==> config.mk <==
export PLATFORM = sky130hd
export DESIGN_NAME = rx_addr_filter
export DESIGN_NICKNAME = d
export VERILOG_FILES = /design/src/rtl/rx_filt_pkg.sv /design/src/rtl/da_collector.sv /design/src/rtl/hash_lookup.sv /design/src/rtl/accept_decide.sv /design/src/rtl/rx_addr_filter.sv
export SDC_FILE = /design/constraint.sdc
export NUM_CORES = 1
export LEC_CHECK = 0
export CORE_ASPECT_RATIO = 0.8
export CORE_MARGIN = 1
export CORE_UTILIZATION = 30
export CTS_CLUSTER_SIZE = 14
export DETAILED_ROUTE_END_ITERATION = 7
export SYNTH_ARGS = -nofsm -noshare
export SYNTH_HDL_FRONTEND = slang
export SYNTH_SLANG_ARGS = --single-unit
==> constraint.sdc <==
create_clock -name clk -period 6.09 [get_ports clk]
set_clock_uncertainty 0.2 [all_clocks]
set_input_delay 0.609 -clock clk [delete_from_list [all_inputs] [get_ports clk]]
set_output_delay 0.609 -clock clk [all_outputs]
set_load 0.03 [all_outputs]
==> src/rtl/rx_filt_pkg.sv <==
`timescale 1ns/1ps
package rx_filt_pkg;
  localparam int CRC_W = 32;
  localparam logic [CRC_W-1:0] CRC_POLY = 32'hEDB88320;
  localparam logic [CRC_W-1:0] CRC_INIT = 32'hFFFFFFFF;

  // status bit positions
  localparam int ST_OK    = 0;
  localparam int ST_CRC   = 1;
  localparam int ST_ALIGN = 2;
  localparam int ST_MISS  = 4;
  localparam int ST_GROUP = 5;
  localparam int ST_MON   = 6;

  typedef struct packed {
    logic monitor;     // bit5
    logic promisc;     // bit4
    logic take_mcast;  // bit3
    logic take_bcast;  // bit2
    logic keep_short;  // bit1
    logic keep_err;    // bit0
  } rx_cfg_t;

  function automatic logic [CRC_W-1:0] crc_step(input logic [CRC_W-1:0] c,
                                                input logic [7:0] b);
    logic [CRC_W-1:0] r;
    r = c;
    for (int i = 0; i < 8; i++) begin
      if (r[0] ^ b[i]) r = (r >> 1) ^ CRC_POLY;
      else             r = r >> 1;
    end
    return r;
  endfunction
endpackage

==> src/rtl/da_collector.sv <==
`timescale 1ns/1ps
module da_collector
  import rx_filt_pkg::*;
#(
  parameter int ADDR_BYTES = 6,
  parameter int IDX_W      = 6
) (
  input  logic                    clk,
  input  logic                    rst,
  input  logic [8*ADDR_BYTES-1:0] sta_addr,
  input  logic                    da_valid,
  input  logic [7:0]              da_byte,
  input  logic                    frame_end,
  output logic                    addr_full,
  output logic                    is_group,
  output logic                    all_ones,
  output logic                    phys_hit,
  output logic [IDX_W-1:0]        hash_idx
);
  localparam int CNT_W = $clog2(ADDR_BYTES + 1);
  localparam logic [CNT_W-1:0] LAST = CNT_W'(ADDR_BYTES);

  logic [CNT_W-1:0] cnt_q;
  logic [CRC_W-1:0] crc_q;
  logic             grp_q, ones_q, hit_q;
  logic [7:0]       sta_sel;

  always_comb begin
    sta_sel = '0;
    for (int i = 0; i < ADDR_BYTES; i++)
      if (cnt_q == CNT_W'(i)) sta_sel = sta_addr[i*8 +: 8];
  end

  always_ff @(posedge clk) begin
    if (rst || frame_end) begin
      cnt_q  <= '0;
      crc_q  <= CRC_INIT;
      grp_q  <= 1'b0;
      ones_q <= 1'b1;
      hit_q  <= 1'b1;
    end else if (da_valid && cnt_q != LAST) begin
      cnt_q  <= cnt_q + 1'b1;
      crc_q  <= crc_step(crc_q, da_byte);
      ones_q <= ones_q & (da_byte == 8'hFF);
      hit_q  <= hit_q & (da_byte == sta_sel);
      if (cnt_q == '0) grp_q <= da_byte[0];
    end
  end

  assign addr_full = (cnt_q == LAST);
  assign is_group  = grp_q;
  assign all_ones  = ones_q;
  assign phys_hit  = hit_q;
  assign hash_idx  = crc_q[CRC_W-1 -: IDX_W];

  // byte counter never runs past the address length
  p_cnt_bound_r5: assert property (@(posedge clk) disable iff (rst)
    cnt_q <= LAST);
  // after a frame end the collector restarts from byte 0
  p_restart_r5: assert property (@(posedge clk) disable iff (rst)
    frame_end |=> (cnt_q == '0));
endmodule

==> src/rtl/hash_lookup.sv <==
`timescale 1ns/1ps
module hash_lookup #(
  parameter int HASH_BITS = 64,
  parameter int IDX_W     = $clog2(HASH_BITS)
) (
  input  logic [HASH_BITS-1:0] mask,
  input  logic [IDX_W-1:0]     idx,
  output logic                 hit
);
  assign hit = mask[idx];
endmodule

==> src/rtl/accept_decide.sv <==
`timescale 1ns/1ps
module accept_decide
  import rx_filt_pkg::*;
#(
  parameter int LEN_W   = 16,
  parameter int MIN_LEN = 64
) (
  input  logic             clk,
  input  logic             rst,
  input  logic [5:0]       rx_cfg,
  input  logic             eof,
  input  logic             crc_err,
  input  logic             align_err,
  input  logic [LEN_W-1:0] len,
  input  logic             addr_full,
  input  logic             is_group,
  input  logic             all_ones,
  input  logic             phys_hit,
  input  logic             hash_hit,
  output logic             dec_valid,
  output logic             dec_store,
  output logic [7:0]       dec_status
);
  rx_cfg_t c;
  logic errd, runt, addr_ok, pass, grp;
  logic [7:0] st;

  assign c = rx_cfg_t'(rx_cfg);

  always_comb begin
    errd = crc_err | align_err;
    runt = (len < LEN_W'(MIN_LEN));
    grp  = addr_full & is_group;
    if (!addr_full)    addr_ok = 1'b0;
    else if (all_ones) addr_ok = c.take_bcast;
    else if (is_group) addr_ok = c.take_mcast & hash_hit;
    else               addr_ok = c.promisc | phys_hit;
    pass = addr_ok & (~errd | c.keep_err) & (~runt | c.keep_short);
    st = '0;
    st[ST_OK]    = pass & ~c.monitor & ~errd;
    st[ST_CRC]   = errd;
    st[ST_ALIGN] = align_err;
    st[ST_MISS]  = pass & c.monitor;
    st[ST_GROUP] = grp;
    st[ST_MON]   = c.monitor;
  end

  always_ff @(posedge clk) begin
    if (rst) begin
      dec_valid  <= 1'b0;
      dec_store  <= 1'b0;
      dec_status <= '0;
    end else begin
      dec_valid <= eof;
      if (eof) begin
        dec_store  <= pass & ~c.monitor;
        dec_status <= st;
      end
    end
  end

  p_err_drop_r1: assert property (@(posedge clk) disable iff (rst)
    (eof && (crc_err || align_err) && !rx_cfg[0]) |=> !dec_store);
  p_runt_drop_r2: assert property (@(posedge clk) disable iff (rst)
    (eof && (len < LEN_W'(MIN_LEN)) && !rx_cfg[1]) |=> !dec_store);
  p_monitor_r6: assert property (@(posedge clk) disable iff (rst)
    (eof && rx_cfg[5]) |=> (!dec_store && dec_status[ST_MON]));
  p_align_crc_r7: assert property (@(posedge clk) disable iff (rst)
    (dec_valid && dec_status[ST_ALIGN]) |-> dec_status[ST_CRC]);
  p_pulse_r8: assert property (@(posedge clk) disable iff (rst)
    eof |=> dec_valid);
  p_quiet_r8: assert property (@(posedge clk) disable iff (rst)
    !eof |=> !dec_valid);
  p_hold_r8: assert property (@(posedge clk) disable iff (rst)
    !eof |=> ($stable(dec_store) && $stable(dec_status)));
endmodule

==> src/rtl/rx_addr_filter.sv <==
`timescale 1ns/1ps
module rx_addr_filter #(
  parameter int ADDR_BYTES = 6,
  parameter int HASH_BITS  = 64,
  parameter int LEN_W      = 16,
  parameter int MIN_LEN    = 64
) (
  input  logic                    clk,
  input  logic                    rst,
  input  logic [8*ADDR_BYTES-1:0] sta_addr,
  input  logic [HASH_BITS-1:0]    hash_mask,
  input  logic [5:0]              rx_cfg,
  input  logic                    da_valid,
  input  logic [7:0]              da_byte,
  input  logic                    eof,
  input  logic                    eof_crc_err,
  input  logic                    eof_align_err,
  input  logic [LEN_W-1:0]        eof_len,
  output logic                    dec_valid,
  output logic                    dec_store,
  output logic [7:0]              dec_status
);
  localparam int IDX_W = $clog2(HASH_BITS);

  logic             addr_full, is_group, all_ones, phys_hit, hash_hit;
  logic [IDX_W-1:0] hash_idx;

  da_collector #(.ADDR_BYTES(ADDR_BYTES), .IDX_W(IDX_W)) u_coll (
    .clk(clk), .rst(rst), .sta_addr(sta_addr),
    .da_valid(da_valid), .da_byte(da_byte), .frame_end(eof),
    .addr_full(addr_full), .is_group(is_group), .all_ones(all_ones),
    .phys_hit(phys_hit), .hash_idx(hash_idx)
  );

  hash_lookup #(.HASH_BITS(HASH_BITS), .IDX_W(IDX_W)) u_hash (
    .mask(hash_mask), .idx(hash_idx), .hit(hash_hit)
  );

  accept_decide #(.LEN_W(LEN_W), .MIN_LEN(MIN_LEN)) u_dec (
    .clk(clk), .rst(rst), .rx_cfg(rx_cfg), .eof(eof),
    .crc_err(eof_crc_err), .align_err(eof_align_err), .len(eof_len),
    .addr_full(addr_full), .is_group(is_group), .all_ones(all_ones),
    .phys_hit(phys_hit), .hash_hit(hash_hit),
    .dec_valid(dec_valid), .dec_store(dec_store), .dec_status(dec_status)
  );
endmodule

======== After elaboration in Yosys (flattened, before gate mapping) ========
Index checks and enable logic that the tools add are counted.
cells by class
  reduce and logical (&&, ||, !) cells .... 4
  add/sub/neg operators ................... 1
  shifts and indexed selects .............. 0
  div/mod/pow operators ................... 0
  muxes and demuxes ....................... 33
  $mul .................................... 0
  eq/ne operators ......................... 9
  $lt $le $gt $ge ......................... 2
  bitwise operators ....................... 32
operators with widths
  cell                                                 number
  2-to-1 mux 32 bit                                    22
  NOT 13 -> 14 bit                                     8
  2-to-1 mux 8 bit                                     6
  < comparator 16 x 7 -> 1 bit, second input constant  1
  bitwise AND 1 bit                                    9
  == test 3 bit, second input constant                 3
  == test 8 bit                                        1
  == test 8 bit, second input constant                 1
  XOR 1 bit                                            8
  < comparator 6 x 7 -> 1 bit, second input constant   1
  binary-select mux 1 bit (select 6 bit)               1
  == test 3 x 2 -> 1 bit, second input constant        2
  2-to-1 mux 1 bit                                     4
  bitwise OR 1 bit                                     4
  adder 3 x 1 -> 3 bit, second input constant          1
  == test 3 x 1 -> 1 bit, second input constant        1
  logical NOT 3 bit                                    1
  != test 3 bit, second input constant                 1
  NOT 1 bit                                            3
  AND reduction 2 bit                                  1
  logical AND 1 bit                                    1
  logical OR 1 bit                                     1
word-level totals
  ROM bits ................................ 0
  memories kept ........................... 0
  flip-flop bits (word level) ............. 46
  input bits .............................. 148
  latch bits .............................. 0
  output and inout bits ................... 10
  bits in writable memories ............... 0

======== Logic depth before layout (Yosys ltp) ========
  depth after elaboration ................. 30
  depth in mapped cells ................... 11
  mapped depth without buffers ............ 9

======== Modules after synthesis ========
A second synthesis with hierarchy kept.
second synthesis, totals
  cell total of the unflattened synthesis .. 444
  area, all modules ....................... 4,142.7 um^2
by module, submodules not included
  module         seq. area each (um^2)  cells each  area an instance (um^2)  instances
  da_collector   760.7                  339         3,154.3                  1
  hash_lookup    0.0                    62          600.6                    1
  accept_decide  160.2                  43          387.9                    1

======== Least setup slack after synthesis ========
OpenSTA, ideal clock, no wires.
  path kind ............................... register to register
  start ................................... reg u_coll.cnt_q[2]
  end ..................................... reg u_coll.hit_q (netlist: u_coll.phys_hit)
  arrival ................................. 2.227 ns
  data required time ...................... 5.816 ns
  path buffers ............................ 1
  path slack .............................. 3.589 ns
  library setup time ...................... 0.074 ns
  stages on the path, launching flop included .. 11
  clock period less this slack ............ 2.501 ns
  path through ............................ dfxtp_1 -> clkbuf_1 -> inv_1 -> ha_1 -> or3b_2 -> a222oi_1 -> a21oi_1 -> xnor2_1 -> nor4_1 -> a41oi_1 -> o21ai_0
on the way
  longest elaborated chain between the ends .. 9
  elaborated cells on any way between the ends .. 16
  those cells by class .................... eq/ne (7); mux (6); bitwise (1); reduce/logical (2)
ends and longest elaborated chain
  item                            RTL line            RTL
  start: declaration              da_collector.sv:23  logic [CNT_W-1:0] cnt_q;
  start signal: assignment        da_collector.sv:42  cnt_q <= cnt_q + 1'b1;
  logical NOT 3 bit               da_collector.sv:31  if (cnt_q == CNT_W'(i)) sta_sel = sta_addr[i*8 +: 8];
  2-to-1 mux 8 bit (6 in series)  da_collector.sv:31
  == test 8 bit                   da_collector.sv:45  hit_q <= hit_q & (da_byte == sta_sel);
  bitwise AND 1 bit               da_collector.sv:45
  end signal: assignment          da_collector.sv:45
  end: declaration                da_collector.sv:25  logic grp_q, ones_q, hit_q;
Parallel ways exist; a longest one is shown, timed or not.
A chain may end at the register's enable or synchronous reset.

======== Worst setup path in the final report ========
Ends and elaborated chain as after synthesis.

==> out/qor.yml <==
outcome: "finished clean"
drt-initial-drc-count: 217
cts-htree-levels: 2
synth_area_um2: 3530
path_clk_slew_ps: 60
cts_resized: 0
io_pins: 158
synth_top_family_by_area: "XOR/XNOR gates"
finalInstanceArea_um2: 5250
final_nets: 696
avgSynthCellArea_um2: 8.61
rsz0062_at_grt: "false"
p_leak_nw: 2.04
drc: 0
gp_congestion: 0.787
rows: 35
ff_latch_area_um2: 921
fill_cells: 1124
use_met2_pct: 27.8
routed-via-count: 3391
finalCritPeriodShare_pct: 50.3
post-cts-setup-buffers: 0
yosys.area_share.adder_pct: 1.77
ys_seq_area_share_pct: 26.1
hp-class: "flip-flop to flip-flop"
clockRootBuffer: "clkbuf_16"
synth-seq-cells: 46
num_antenna_cells: 0
ys.flop_type: "dfxtp_1"
wirelength_mm: 10.6
clock-sinks: 46
placed_area_um2: 5110
fmax_mhz: 326
powerDensity_nw_per_um2: 200
setup_viol: 0
cts_buffers: 5
drv_slew: 0
routedWlPerCell_um: 15.3
die_h_um: 99.0
async_reset_ff_share_pct: 0
critPathKind: "flip-flop to flip-flop"
grt_max_degree: 66
cts_tree: "done"
fin_crit_ps: 3070
core_area_um2: 11500
arrival_ps: 3080
fin_hold_ws_ps: 263
synthXorXnorAreaFrac_pct: 22.2
layout-drive-gt1-share_pct: 5.17
die_w_um: 123
grt_pass1_vias: 3307
synth-compound-area-share_pct: 20.8
multi_input_area_um2: 2440
synth_warnings: 0
synth.distinct_cells: 48
crit_required_ps: 6100
finalHoldViolations: 0
use_met3_pct: 3.41
crit_path_max_fanout: 15
setup_tns_ps: 0
dpl.hpwl_mm: 8.35
clock_path_buffers: 2
antenna_found_initial: 0
final_antenna_net_count: 0
synth-simple-area-share_pct: 12.8
peakVddDrop_v: 0.000127
worst_setup_path_end_kind: "flip-flop"
io_buffers: 149
syn_to_final_growth_pct: 48.8
total_power_mw: 1.05
fin_util_pct: 45.8
track_usage_pct: 17.3
worst_slew_pin_slew_ps: 771
clk-insertion-delay-late_ps: 290
drv_cap: 0
drt_first_pass_iters: 5
overflow: 0
relSlewSlack_pct: 48.2
synthCells: 410
synth_edf_count: 0
grt_pass1_wl_mm: 16.4
cts_hold_buf: 0
viasPerCell: 4.91
start_util_pct: 30.8
muxShareOfSynthArea_pct: 11.2
grt.busiest_layer: "met2"
critPathLaunchType: "flip-flop"
die-area_um2: 12200
grtUsageMet1_pct: 23.6
[synth_stat cells, types with 4 or more instances]
cell type / n / area share [%]
nand2_1: 54 / 5.7
nor3_1: 4 / 0.57
mux4_2: 6 / 3.8
dfxtp_1: 46 / 26
clkbuf_1: 15 / 1.6
o21ai_0: 7 / 0.99
a21oi_1: 23 / 3.3
nand4_1: 4 / 0.71
nor2b_1: 5 / 0.89
a32o_1: 4 / 1.1
nor2_1: 20 / 2.1
ha_1: 5 / 1.8
buf_2: 4 / 0.57
mux2i_1: 26 / 7.4
buf_1: 4 / 0.43
a22oi_1: 6 / 1.3
o211ai_1: 33 / 7.0
xnor2_1: 46 / 11
xor2_1: 23 / 5.7
o21ai_1: 4 / 0.57
a222oi_1: 4 / 1.1
buf_4: 4 / 0.85
inv_1: 15 / 1.6
a221oi_1: 5 / 1.2
[cells by family (layout without fill, tap and decap cells)]
group,Yosys count,count (layout)
AO/OA/AOI/OAI,104,104
AND/OR/NAND/NOR,102,102
XOR/XNOR,78,78
flip-flops,46,46
buffers and inverters,42,173
multiplexers,32,32
adder cells (fa/ha/maj),5,5
other,1,2
[per-stage QoR]
step,std cells,setup WS (ps)
final,690,3020
after global placement,684,3020
after detailed placement,684,2990
after CTS,690,3030
after floorplan,411,3590
after global routing,690,2780
[state kept, by name, summed over array words and instances, names as in the netlist]
| signal | flops |
|---|---|
| u_coll.crc_q | 32 |
| u_coll.is_group | 1 |
| u_dec.dec_valid | 1 |
| u_coll.phys_hit | 1 |
| u_dec.dec_status | 6 |
| u_coll.cnt_q | 3 |
| u_dec.dec_store | 1 |
| u_coll.all_ones | 1 |
[where the power goes]
group / internal, mW / switching (mW) / total [mW]
clock network: 0.159 / 0.110 / 0.269
registers: 0.321 / 0.0205 / 0.342
logic: 0.240 / 0.202 / 0.442
[path summary, 6_finish.rpt]
| path | cells after the start | end | slack, ps | startpoint |
|---|---|---|---|---|
| worst min register to register | 2 | u_dec.dec_status[4] | 260 | u_dec.dec_status[4] |
| worst min-delay path | 2 | u_dec.dec_status[4] | 260 | u_dec.dec_status[4] |
| worst max-delay path | 9 | u_coll.phys_hit | 3020 | u_coll.cnt_q[2] |
| worst max register to register | 9 | u_coll.phys_hit | 3020 | u_coll.cnt_q[2] |
[cell usage in the layout, fill, tap and decap left out, drive strengths merged, types with 11 or more instances in the layout]
cell type and instances:
dfxtp 46, clkdlybuf4s50 149, inv 15, mux2i 26, a21oi 23, o21ai 11
xnor2 50, xor2 28, nand2 54, o211ai 33, nor2 20
[routing by layer]
metal | up-vias | wire length (µm)
li1 | 1723 | -
met1 | 1584 | 4950
met2 | 75 | 4940
met3 | 9 | 599
met4 | 0 | 96
met5 | - | 0
[final cells by class]
cell class	instances	area share, %
Inverter	15	1.07
Multi-Input combinational cell	323	46.4
Clock buffer	6	2.64
Sequential cell	46	17.5
Timing Repair Buffer	152	28.8
Tap cell	148	3.53
[worst max-delay path, stage by stage (launching register included)]
cell and delay, ps:
dfxtp_1 460, inv_1 130, ha_1 460, or3b_2 540
a222oi_1 290, a21oi_1 150, xnor2_1 150, nor4_1 280
a41oi_1 150, o21ai_0 170
Note: power is estimated with default switching activity, not from simulation.
